`config.mk`:
```
export PLATFORM = sky130hd
export DESIGN_NAME = nibble_mem_unit
export DESIGN_NICKNAME = d
export VERILOG_FILES = /design/src/rtl/nmau_pkg.sv /design/src/rtl/nmau_addr_gen.sv /design/src/rtl/nmau_index_regs.sv /design/src/rtl/nmau_rmw_alu.sv /design/src/rtl/nibble_mem_unit.sv
export SDC_FILE = /design/constraint.sdc
export NUM_CORES = 1
export LEC_CHECK = 0
export BUFFER_PORTS_ARGS = -buffer_cell sky130_fd_sc_hd__buf_2
export CAP_MARGIN = 20
export CORE_AREA = 10 10 88 90
export CTS_CLUSTER_SIZE = 40
export DETAILED_ROUTE_END_ITERATION = 6
export DIE_AREA = 0 0 98 100
export GPL_ROUTABILITY_DRIVEN = 0
export MAX_ROUTING_LAYER = met4
export PLACE_DENSITY = 0.7
export REMOVE_ABC_BUFFERS = 1
export SLEW_MARGIN = 20
export SYNTH_ARGS = -nofsm -noshare
export SYNTH_HDL_FRONTEND = slang
export SYNTH_SLANG_ARGS = --single-unit
```
`constraint.sdc`:
```
create_clock -name clk -period 2.3 [get_ports clk]
set_input_delay 0.46 -clock clk [delete_from_list [all_inputs] [get_ports clk]]
set_output_delay 0.46 -clock clk [all_outputs]
set_load 0.1 [all_outputs]
```
`src/rtl/nmau_pkg.sv`:
```
package nmau_pkg;

  typedef enum logic [4:0] {
    OP_NOP   = 5'd0,
    OP_LD    = 5'd1,
    OP_LDD   = 5'd2,
    OP_LDINC = 5'd3,
    OP_LDDEC = 5'd4,
    OP_ST    = 5'd5,
    OP_STD   = 5'd6,
    OP_STINC = 5'd7,
    OP_STDEC = 5'd8,
    OP_LX    = 5'd9,
    OP_LY    = 5'd10,
    OP_TAX   = 5'd11,
    OP_TAY   = 5'd12,
    OP_TYA   = 5'd13,
    OP_INCM  = 5'd14,
    OP_DECM  = 5'd15,
    OP_SETB  = 5'd16,
    OP_CLRB  = 5'd17
  } nm_op_e;

  typedef enum logic {
    ST_IDLE   = 1'b0,
    ST_PHASE2 = 1'b1
  } nm_state_e;

  function automatic logic op_direct(nm_op_e op);
    return (op == OP_LDD) || (op == OP_STD);
  endfunction

  function automatic logic op_y_step(nm_op_e op);
    return (op == OP_LDINC) || (op == OP_LDDEC) || (op == OP_STINC) || (op == OP_STDEC);
  endfunction

  function automatic logic op_y_down(nm_op_e op);
    return (op == OP_LDDEC) || (op == OP_STDEC);
  endfunction

  function automatic logic op_rmw(nm_op_e op);
    return (op == OP_INCM) || (op == OP_DECM) || (op == OP_SETB) || (op == OP_CLRB);
  endfunction

  function automatic logic op_two_phase(nm_op_e op);
    return op_y_step(op) || op_rmw(op);
  endfunction

  function automatic logic op_ph2_write(nm_op_e op);
    return (op == OP_STINC) || (op == OP_STDEC) || op_rmw(op);
  endfunction

endpackage

```
`src/rtl/nmau_addr_gen.sv`:
```
module nmau_addr_gen #(
  parameter int XW = 3,
  parameter int YW = 4,
  parameter int DIRW = 2,
  parameter logic [XW+YW-1:0] MASK = '1
) (
  input  logic [XW-1:0]    x,
  input  logic [YW-1:0]    y,
  input  logic             direct,
  input  logic [DIRW-1:0]  dir_field,
  output logic [XW+YW-1:0] addr
);
  localparam int AW = XW + YW;

  logic [AW-1:0] indexed;
  logic [AW-1:0] direct_addr;

  assign indexed     = {x, y} & MASK;
  assign direct_addr = AW'(dir_field);
  assign addr        = direct ? direct_addr : indexed;
endmodule

```
`src/rtl/nmau_index_regs.sv`:
```
module nmau_index_regs #(
  parameter int XW = 3,
  parameter int YW = 4
) (
  input  logic          clk,
  input  logic          rst,
  input  logic          en,
  input  logic          x_ld,
  input  logic [XW-1:0] x_nxt,
  input  logic          y_ld,
  input  logic [YW-1:0] y_nxt,
  output logic [XW-1:0] x_q,
  output logic [YW-1:0] y_q
);
  always_ff @(posedge clk) begin
    if (rst) begin
      x_q <= '0;
      y_q <= '0;
    end else if (en) begin
      if (x_ld) x_q <= x_nxt;
      if (y_ld) y_q <= y_nxt;
    end
  end
endmodule

```
`src/rtl/nmau_rmw_alu.sv`:
```
module nmau_rmw_alu
  import nmau_pkg::*;
#(
  parameter int NIB = 4
) (
  input  nm_op_e         op,
  input  logic [NIB-1:0] rd,
  input  logic [NIB-1:0] imm,
  output logic [NIB-1:0] wr,
  output logic           cf,
  output logic           zf
);
  logic [NIB:0] wide;

  always_comb begin
    case (op)
      OP_INCM: wide = {1'b0, rd} + (NIB+1)'(1);
      OP_DECM: wide = {1'b0, rd} - (NIB+1)'(1);
      OP_SETB: wide = {1'b0, rd | imm};
      OP_CLRB: wide = {1'b0, rd & ~imm};
      default: wide = {1'b0, rd};
    endcase
  end

  assign wr = wide[NIB-1:0];
  assign cf = wide[NIB];
  assign zf = (wide[NIB-1:0] == '0);
endmodule

```
`src/rtl/nibble_mem_unit.sv`:
```
module nibble_mem_unit
  import nmau_pkg::*;
#(
  parameter int XW = 3,
  parameter int YW = 4,
  parameter int BUSW = 8,
  parameter logic [XW+YW-1:0] DATA_MASK = '1
) (
  input  logic               clk,
  input  logic               rst,
  input  logic               clk_en,
  input  logic               cmd_valid,
  output logic               cmd_ready,
  input  logic [4:0]         cmd_op,
  input  logic [3:0]         cmd_imm,
  input  logic [3:0]         acc_in,
  output logic [XW+YW-1:0]   mem_addr,
  output logic [3:0]         mem_wdata,
  output logic               mem_we,
  input  logic [BUSW-1:0]    mem_rdata,
  output logic [XW-1:0]      x_out,
  output logic [YW-1:0]      y_out,
  output logic               res_valid,
  output logic               res_acc_we,
  output logic [3:0]         res_acc,
  output logic               res_zf_we,
  output logic               res_zf,
  output logic               res_cf_we,
  output logic               res_cf
);
  localparam int NIB  = 4;
  localparam int AW   = XW + YW;
  localparam int DIRW = 2;

  nm_op_e        in_op;
  nm_state_e     state_q;
  nm_op_e        op_q;
  logic [NIB-1:0] imm_q, acc_q, rd_q;
  logic [AW-1:0]  addr_q, addr_now;
  logic [NIB-1:0] rd_nib;
  logic           in_idle, fire, ph2_done, single_done;
  logic [NIB-1:0] alu_wr;
  logic           alu_cf, alu_zf;
  logic           x_ld, y_ld;
  logic [XW-1:0]  x_nxt;
  logic [YW-1:0]  y_nxt, y_stepped;
  logic           unused_bits;

  assign in_op       = nm_op_e'(cmd_op);
  assign in_idle     = (state_q == ST_IDLE);
  assign cmd_ready   = clk_en & in_idle;
  assign fire        = cmd_valid & cmd_ready;
  assign ph2_done    = ~in_idle & clk_en;
  assign single_done = fire & ~op_two_phase(in_op);
  assign rd_nib      = mem_rdata[NIB-1:0];
  assign unused_bits = ^mem_rdata[BUSW-1:NIB];

  nmau_addr_gen #(.XW(XW), .YW(YW), .DIRW(DIRW), .MASK(DATA_MASK)) u_addr (
    .x         (x_out),
    .y         (y_out),
    .direct    (op_direct(in_op)),
    .dir_field (cmd_imm[DIRW-1:0]),
    .addr      (addr_now)
  );

  assign mem_addr = in_idle ? addr_now : addr_q;

  nmau_rmw_alu #(.NIB(NIB)) u_alu (
    .op  (op_q),
    .rd  (rd_q),
    .imm (imm_q),
    .wr  (alu_wr),
    .cf  (alu_cf),
    .zf  (alu_zf)
  );

  assign mem_we = (fire & ((in_op == OP_ST) | (in_op == OP_STD)))
                | (ph2_done & op_ph2_write(op_q));

  always_comb begin
    if (in_idle)            mem_wdata = acc_in;
    else if (op_rmw(op_q))  mem_wdata = alu_wr;
    else                    mem_wdata = acc_q;
  end

  assign y_stepped = op_y_down(op_q) ? (y_out - YW'(1)) : (y_out + YW'(1));

  always_comb begin
    x_ld  = 1'b0;
    x_nxt = x_out;
    y_ld  = 1'b0;
    y_nxt = y_out;
    if (fire) begin
      case (in_op)
        OP_LX:  begin x_ld = 1'b1; x_nxt = cmd_imm[XW-1:0]; end
        OP_TAX: begin x_ld = 1'b1; x_nxt = acc_in[XW-1:0];  end
        OP_LY:  begin y_ld = 1'b1; y_nxt = cmd_imm[YW-1:0]; end
        OP_TAY: begin y_ld = 1'b1; y_nxt = acc_in[YW-1:0];  end
        default: ;
      endcase
    end else if (ph2_done && op_y_step(op_q)) begin
      y_ld  = 1'b1;
      y_nxt = y_stepped;
    end
  end

  nmau_index_regs #(.XW(XW), .YW(YW)) u_idx (
    .clk   (clk),
    .rst   (rst),
    .en    (clk_en),
    .x_ld  (x_ld),
    .x_nxt (x_nxt),
    .y_ld  (y_ld),
    .y_nxt (y_nxt),
    .x_q   (x_out),
    .y_q   (y_out)
  );

  // Sequencing and command latch
  always_ff @(posedge clk) begin
    if (rst) begin
      state_q <= ST_IDLE;
      op_q    <= OP_NOP;
      imm_q   <= '0;
      acc_q   <= '0;
      rd_q    <= '0;
      addr_q  <= '0;
    end else if (fire) begin
      op_q    <= in_op;
      imm_q   <= cmd_imm;
      acc_q   <= acc_in;
      rd_q    <= rd_nib;
      addr_q  <= addr_now;
      state_q <= op_two_phase(in_op) ? ST_PHASE2 : ST_IDLE;
    end else if (ph2_done) begin
      state_q <= ST_IDLE;
    end
  end

  // Result register
  always_ff @(posedge clk) begin
    if (rst) begin
      res_valid  <= 1'b0;
      res_acc_we <= 1'b0;
      res_acc    <= '0;
      res_zf_we  <= 1'b0;
      res_zf     <= 1'b0;
      res_cf_we  <= 1'b0;
      res_cf     <= 1'b0;
    end else if (clk_en) begin
      res_valid  <= single_done | ph2_done;
      res_acc_we <= 1'b0;
      res_zf_we  <= 1'b0;
      res_cf_we  <= 1'b0;
      if (single_done) begin
        case (in_op)
          OP_LD, OP_LDD: begin
            res_acc_we <= 1'b1;
            res_acc    <= rd_nib;
            res_zf_we  <= 1'b1;
            res_zf     <= (rd_nib == '0);
          end
          OP_TYA: begin
            res_acc_we <= 1'b1;
            res_acc    <= NIB'(y_out);
            res_zf_we  <= 1'b1;
            res_zf     <= (y_out == '0);
          end
          default: ;
        endcase
      end else if (ph2_done) begin
        if (op_y_step(op_q)) begin
          res_zf_we <= 1'b1;
          res_zf    <= (y_stepped == '0);
          if (!op_ph2_write(op_q)) begin
            res_acc_we <= 1'b1;
            res_acc    <= rd_nib;
          end
        end else if ((op_q == OP_INCM) || (op_q == OP_DECM)) begin
          res_zf_we <= 1'b1;
          res_zf    <= alu_zf;
          res_cf_we <= 1'b1;
          res_cf    <= alu_cf;
        end
      end
    end
  end
endmodule

```
Word level (Yosys, flattened, before mapping):

Cells that the tools add are included.

* flip-flop bits (word level): 42
* output and inout port bits: 30
* logic and storage cells: 140

* $add $sub $neg: 4
* eq/ne operators: 28
* mux-type cells: 40
* bitwise operators: 16
* reductions and logical operators: 37

Operator list (count)
* equality test 5 x 4 -> 1 bit (second input constant): 11
* 2-to-1 mux 4 bit: 9
* equality test 5 x 3 -> 1 bit (second input constant): 6
* 2-to-1 mux 1 bit: 24
* equality test 5 bit (second input constant): 4
* one-hot mux 5 bit (4 select lines): 1
* logical OR 1 bit: 17
* logical NOT 4 bit: 4
* one-hot mux 4 bit (2 select lines): 2
* equality test 5 x 2 -> 1 bit (second input constant): 3
* 2-to-1 mux 7 bit: 2
* AND reduction 4 bit: 3
* AND reduction 5 bit: 2
* nonzero test 2 bit: 5
* bitwise AND 1 bit: 6
* inequality test 3 x 1 -> 1 bit (second input constant): 2
* one-hot mux 3 bit (2 select lines): 1
* OR reduction 2 bit: 3
* adder 4 x 1 -> 5 bit (second input constant): 1
* equality test 5 x 1 -> 1 bit (second input constant): 1
* subtractor 4 x 1 -> 5 bit (second input constant): 1
* adder 4 x 1 -> 4 bit (second input constant): 1
* bitwise AND 4 bit: 1
* NOT 1 bit: 4
* other kinds (9): 11

Depth between registers and ports, before layout:

* depth after elaboration: 9
* gate-level depth with buffers: 12
* mapped depth without buffers: 10

Modules after synthesis:

A second synthesis with hierarchy kept.

* cells, all modules: 346
* area, all modules: 2757.6 um2

Modules (own cells, without submodules)
* nibble_mem_unit: instances 1, cells an instance 272, area each 2103.3 um2, seq. area each 700.7 um2
* nmau_index_regs: instances 1, cells an instance 30, area each 299.0 um2, seq. area each 140.1 um2
* nmau_rmw_alu: instances 1, cells an instance 37, area each 289.0 um2, seq. area each 0.0 um2
* nmau_addr_gen: instances 1, cells an instance 7, area each 66.3 um2, seq. area each 0.0 um2

Worst setup path before layout:

Ideal clock, no wire load.

* path type: in2out
* start: input port clk_en
* end: output port mem_we
* arrival: 4177 ps
* path slack: -2337 ps
* stages on the path: 6
* path buffers: 3
* path through: buf_2 > and2b_1 > nand2_1 > clkbuf_1 > clkbuf_1 > o21ai_0

* longest elaborated chain between the ends: 4

RTL lines
* start, declared: line nibble_mem_unit.sv:11 `input logic clk_en,`
* bitwise AND 1 bit: line nibble_mem_unit.sv:51 `assign cmd_ready = clk_en & in_idle;`
* named net cmd_ready: line nibble_mem_unit.sv:13 `output logic cmd_ready,`
* bitwise AND 1 bit: line nibble_mem_unit.sv:52 `assign fire = cmd_valid & cmd_ready;`
* bitwise AND 1 bit: line nibble_mem_unit.sv:77 `assign mem_we = (fire & ((in_op == OP_ST) | (in_op == OP_STD)))`
* bitwise OR 1 bit: line nibble_mem_unit.sv:78 `| (ph2_done & op_ph2_write(op_q));`
* end, declared: line nibble_mem_unit.sv:19 `output logic mem_we,`

The timed path passes the listed nets, and every way through them passes these cells.

Worst setup path after layout:

* start: register op_q[4]
* end: output port mem_wdata[3]

* longest elaborated chain between the ends: 6

RTL lines
* start, declared: line nibble_mem_unit.sv:37 `nm_op_e op_q;`
* start signal, assigned: line nibble_mem_unit.sv:129 `op_q <= in_op;`
* parallel branches: the longest is 4 deep, another holds equality test 5 bit
* 2-to-1 mux 4 bit (*): line nibble_mem_unit.sv:82 `else if (op_rmw(op_q)) mem_wdata = alu_wr;`
* 2-to-1 mux 4 bit (*): line nibble_mem_unit.sv:81 `if (in_idle) mem_wdata = acc_in;`
* end, declared: line nibble_mem_unit.sv:18 `output logic [3:0] mem_wdata,`

Every way passes the cells marked *.

==> impl_metrics.csv <==
group,metric,value,unit
logic_synthesis,compound_cell_area_share_of_the_yosys_netlist,20.5,%
critical_path,crit-reg2reg-capture,"res_zf$_SDFFE_PP0P_",
power_and_ir_drop,net-switching-power,516,uW
power_and_ir_drop,share_clk_of_total_power,28.8,%
power_and_ir_drop,leakage,0.00150,uW
min_path,worst_hold_startpoint,"cmd_imm[3]",
floorplanning,design.die.area,9800,um^2
floorplanning,fp.dieW,98,um
sta,finalSetupTns,-1.28,ns
clocking,clock_sink_count,42,
logic_synthesis,synth_top_area_share,31.9,%
logic_synthesis,sequential_area_share_after_synthesis,31.9,%
global_routing,grt.overflow.total,0,
routing,vias_per_cell,5.49,
layout,antennaDiodeCount,0,
sta,timing.final.crit_period,2.73,ns
flow_run,max_cap_violations,0,
clocking,cts.clk_slew.worst_paths,0.08,ns
critical_path,cp_max_fo,2,
critical_path,critPathKind,"flip-flop to output port",
clocking,worst_skew_pair.late_latency,0.29,ns
logic_synthesis,asyncSetResetFlopFracSynth,0,%
routing,drtAntennaViolNets,0,
logic_synthesis,main_synth_ff_type,"sky130_fd_sc_hd__dfxtp_1",
clocking,cts-root-to-sink-buffers,2,
sta,final_hold_viol_count,0,
clocking,ctsRootBufferMaster,"sky130_fd_sc_hd__clkbuf_8",
floorplanning,std_cell_rows,29,
sta,report.final.setup_viol,5,
outcome,status,"finished with violations",
logic_synthesis,avgSynthCellArea,7.73,um^2
layout,syn_to_final_growth,31.8,%
layout,final_net_count,439,
sta,tightest_slew,0.811,ns
critical_path,critical_path.reg2reg.startpoint,"op_q[2]$_SDFFE_PP0P_",
power_and_ir_drop,seq_power_share,46.5,%
critical_path,critPathArrivalTime,2.27,ns
routing,detail_route.first_pass.iterations,4,
sta,slew_violations,0,
critical_path,critical_path.startpoint_type,"flip-flop",
global_routing,gr-usage-all-layers,15.9,%
floorplanning,core_area,6130,um^2
logic_synthesis,synth_edf_count,0,
power_and_ir_drop,swShare,31.4,%
routing,route.detailed.drc,0,
floorplanning,pin_count,55,
sta,clock_skew,0.00412,ns
sta,rsz0062_at_grt,"yes",
min_path,timing.hold.worst.class,"primary input to flip-flop",
global_routing,grt_pass1_wl,12600,um
sta,achievable-frequency,0.366,GHz
routing,dr_total_vias,2646,
logic_synthesis,synth_adder_area_share,4.37,%
sta,normalized_max_slew_margin,45.9,%
power_and_ir_drop,internal_power,1130,uW
logic_synthesis,synth_cell_type_count,50,
global_routing,antenna_violations_before_repair,0,
logic_synthesis,synthDominantAreaCellType,"sky130_fd_sc_hd__dfxtp_1",
power_and_ir_drop,pwr_density_cell,473,nW/um^2
critical_path,timing.critical_path.to_type,"output port",
layout,multi_input_comb_area,1700,um^2
placement,portBuffers,50,
logic_synthesis,synth-simple-area-share,23.7,%
min_path,whs_endpoint,"imm_q[3]$_SDFFE_PP0P_",
routing,drt_iter0_markers,166,
placement,detailed_place_hpwl,5580,um
sta,worst_hold_slack,0.415,ns
floorplanning,die_height,100,um
outcome,failing_checks,"negative setup slack",
logic_synthesis,synth.ff_latch_count,42,
routing,wl,7630,um
critical_path,worst_r2r_path_depth,10,
layout,fin_cells,482,
logic_synthesis,yosys-mux-area-fraction,9.97,%
sta,post-route-worst-setup-slack,-0.429,ns
min_path,min_path_cells,3,
power_and_ir_drop,maximum_vdd_drop,0.000262,V
logic_synthesis,post_synth_most_frequent_cells,"sky130_fd_sc_hd__nand2_1 (63), sky130_fd_sc_hd__a21oi_1 (42), sky130_fd_sc_hd__dfxtp_1 (42)",
clocking,cts_tree,"done",
logic_synthesis,netlist_top_cells_area,"sky130_fd_sc_hd__dfxtp_1 (32%), sky130_fd_sc_hd__nand2_1 (9.0%), sky130_fd_sc_hd__a21oi_1 (8.0%)",
clocking,cts_inserted_buffers,5,
clocking,clock_tree.htree_level_count,2,
logic_synthesis,netlist_instances,341,
power_and_ir_drop,pwr-share-comb,24.7,%
logic_synthesis,synth_top_family_by_area,"simple AND/OR/NAND/NOR gates",
critical_path,r2r_slack,0.04,ns
critical_path,worst-endpoint-required,1.84,ns
global_routing,vias_in_the_first_global_route,2562,
logic_synthesis,post-synth-top-count-cell,"sky130_fd_sc_hd__nand2_1",
layout,sequential_cell_area,843,um^2
logic_synthesis,ys_warn_count,0,
layout,layout.filler_cells,573,
logic_synthesis,xor_and_xnor_area_share_after_synthesis,2.99,%
layout,drive_gt1_share,30.4,%
logic_synthesis,synth.cell_area,2640,um^2
sta,post-route-period-util,119,%
floorplanning,starting_density_of_the_core,43.0,%
placement,place.detailed.instances,473,
global_routing,pin_count_of_the_biggest_net_entering_global_routing,43,
power_and_ir_drop,power,1640,uW
routing,drt-wirelength-per-cell,15.8,um
[cell type report]
| type | count | area share, % |
|---|---|---|
| timing repair buffer | 86 | 20.5 |
| sequential | 42 | 24.3 |
| clock buffer | 6 | 2.38 |
| inverter | 10 | 1.08 |
| tap | 77 | 2.77 |
| multi-input combinational | 261 | 49.0 |
[worst max-delay path by stage]
stage	startpoint	endpoint	slack [ns]
after CTS	op_q[4]$_SDFFE_PP0P_	mem_wdata[3]	-0.41
after detailed placement	op_q[4]$_SDFFE_PP0P_	mem_wdata[3]	-0.21
after floorplan	state_q$_SDFFE_PP0P_	mem_we	-2.48
after global placement	op_q[4]$_SDFFE_PP0P_	mem_wdata[3]	-0.21
final	op_q[4]$_SDFFE_PP0P_	mem_wdata[3]	-0.43
after global routing	op_q[4]$_SDFFE_PP0P_	mem_wdata[3]	-0.54
[metrics by stage]
stage,setup slack (ns),area [um^2],utilization (%)
3_5_place_dp,-0.212,3250,52.9
4_1_cts,-0.407,3390,55.3
6_report,-0.429,3470,56.6
2_1_floorplan,-2.48,2500,-
5_1_grt,-0.536,3470,56.6
3_3_place_gp,-0.205,3250,52.9
[state kept, by name, indices dropped and copies added, names as in the netlist]
register / cells
rd_q: 4
res_cf_we: 1
state_q: 1
res_zf: 1
imm_q: 4
res_acc: 4
op_q: 5
res_acc_we: 1
u_idx.y_q: 4
res_cf: 1
res_valid: 1
res_zf_we: 1
addr_q: 7
u_idx.x_q: 3
acc_q: 4
[per-layer routing]
metal	global-route usage, %	part of all wire (%)	up-vias
li1	-	-	1314
met1	20.3	48	1249
met2	24.7	46	79
met3	3.50	5.2	4
met4	4.03	0.98	0
met5	-	0	-
[power groups by stage]
| stage | logic, uW | registers (uW) | clock network [uW] |
|---|---|---|---|
| 2_1_floorplan | 200 | 809 | 0 |
| 3_3_place_gp | 383 | 778 | 0 |
| 3_5_place_dp | 389 | 779 | 0 |
| 4_1_cts | 395 | 763 | 491 |
| 5_1_grt | 438 | 767 | 521 |
| 6_report | 406 | 764 | 473 |
[repair_timing]
item	4_1_cts	5_1_grt
gates resized for setup	12	16
pin swaps	9	5
setup endpoints to repair	7	8
hold buffers	0	0
buffers inserted	1	2
[cell usage in the layout, fill, tap and decap left out, types with 6 or more instances in the layout]
master / n
sky130_fd_sc_hd__o21ai_0: 11
sky130_fd_sc_hd__mux2i_1: 15
sky130_fd_sc_hd__buf_4: 33
sky130_fd_sc_hd__mux2_2: 9
sky130_fd_sc_hd__buf_12: 9
sky130_fd_sc_hd__nand3_1: 9
sky130_fd_sc_hd__buf_2: 38
sky130_fd_sc_hd__inv_1: 9
sky130_fd_sc_hd__clkbuf_8: 6
sky130_fd_sc_hd__a21oi_1: 39
sky130_fd_sc_hd__nor2_1: 31
sky130_fd_sc_hd__dfxtp_1: 40
sky130_fd_sc_hd__nor3_1: 9
sky130_fd_sc_hd__nand2_1: 62
[cells by family after synthesis]
logic type	Yosys count
AND/OR/NAND/NOR	134
XOR/XNOR	9
flip-flops	42
adder cells (fa/ha/maj)	8
buffers and inverters	38
AO/OA/AOI/OAI	85
multiplexers	25
[worst max-delay path, stage by stage (launching register included)]
cell                      delay (ns)
sky130_fd_sc_hd__dfxtp_2        0.32
sky130_fd_sc_hd__and4b_2        0.30
sky130_fd_sc_hd__nand2_2        0.07
sky130_fd_sc_hd__inv_2          0.08
sky130_fd_sc_hd__ha_4           0.19
sky130_fd_sc_hd__a21o_1         0.17
sky130_fd_sc_hd__a21oi_2        0.13
sky130_fd_sc_hd__xnor2_1        0.13
sky130_fd_sc_hd__nand2_1        0.10
sky130_fd_sc_hd__a31oi_1        0.17
sky130_fd_sc_hd__buf_4          0.15
sky130_fd_sc_hd__buf_12         0.16
No activity file was read; power rests on OpenSTA's default activity.
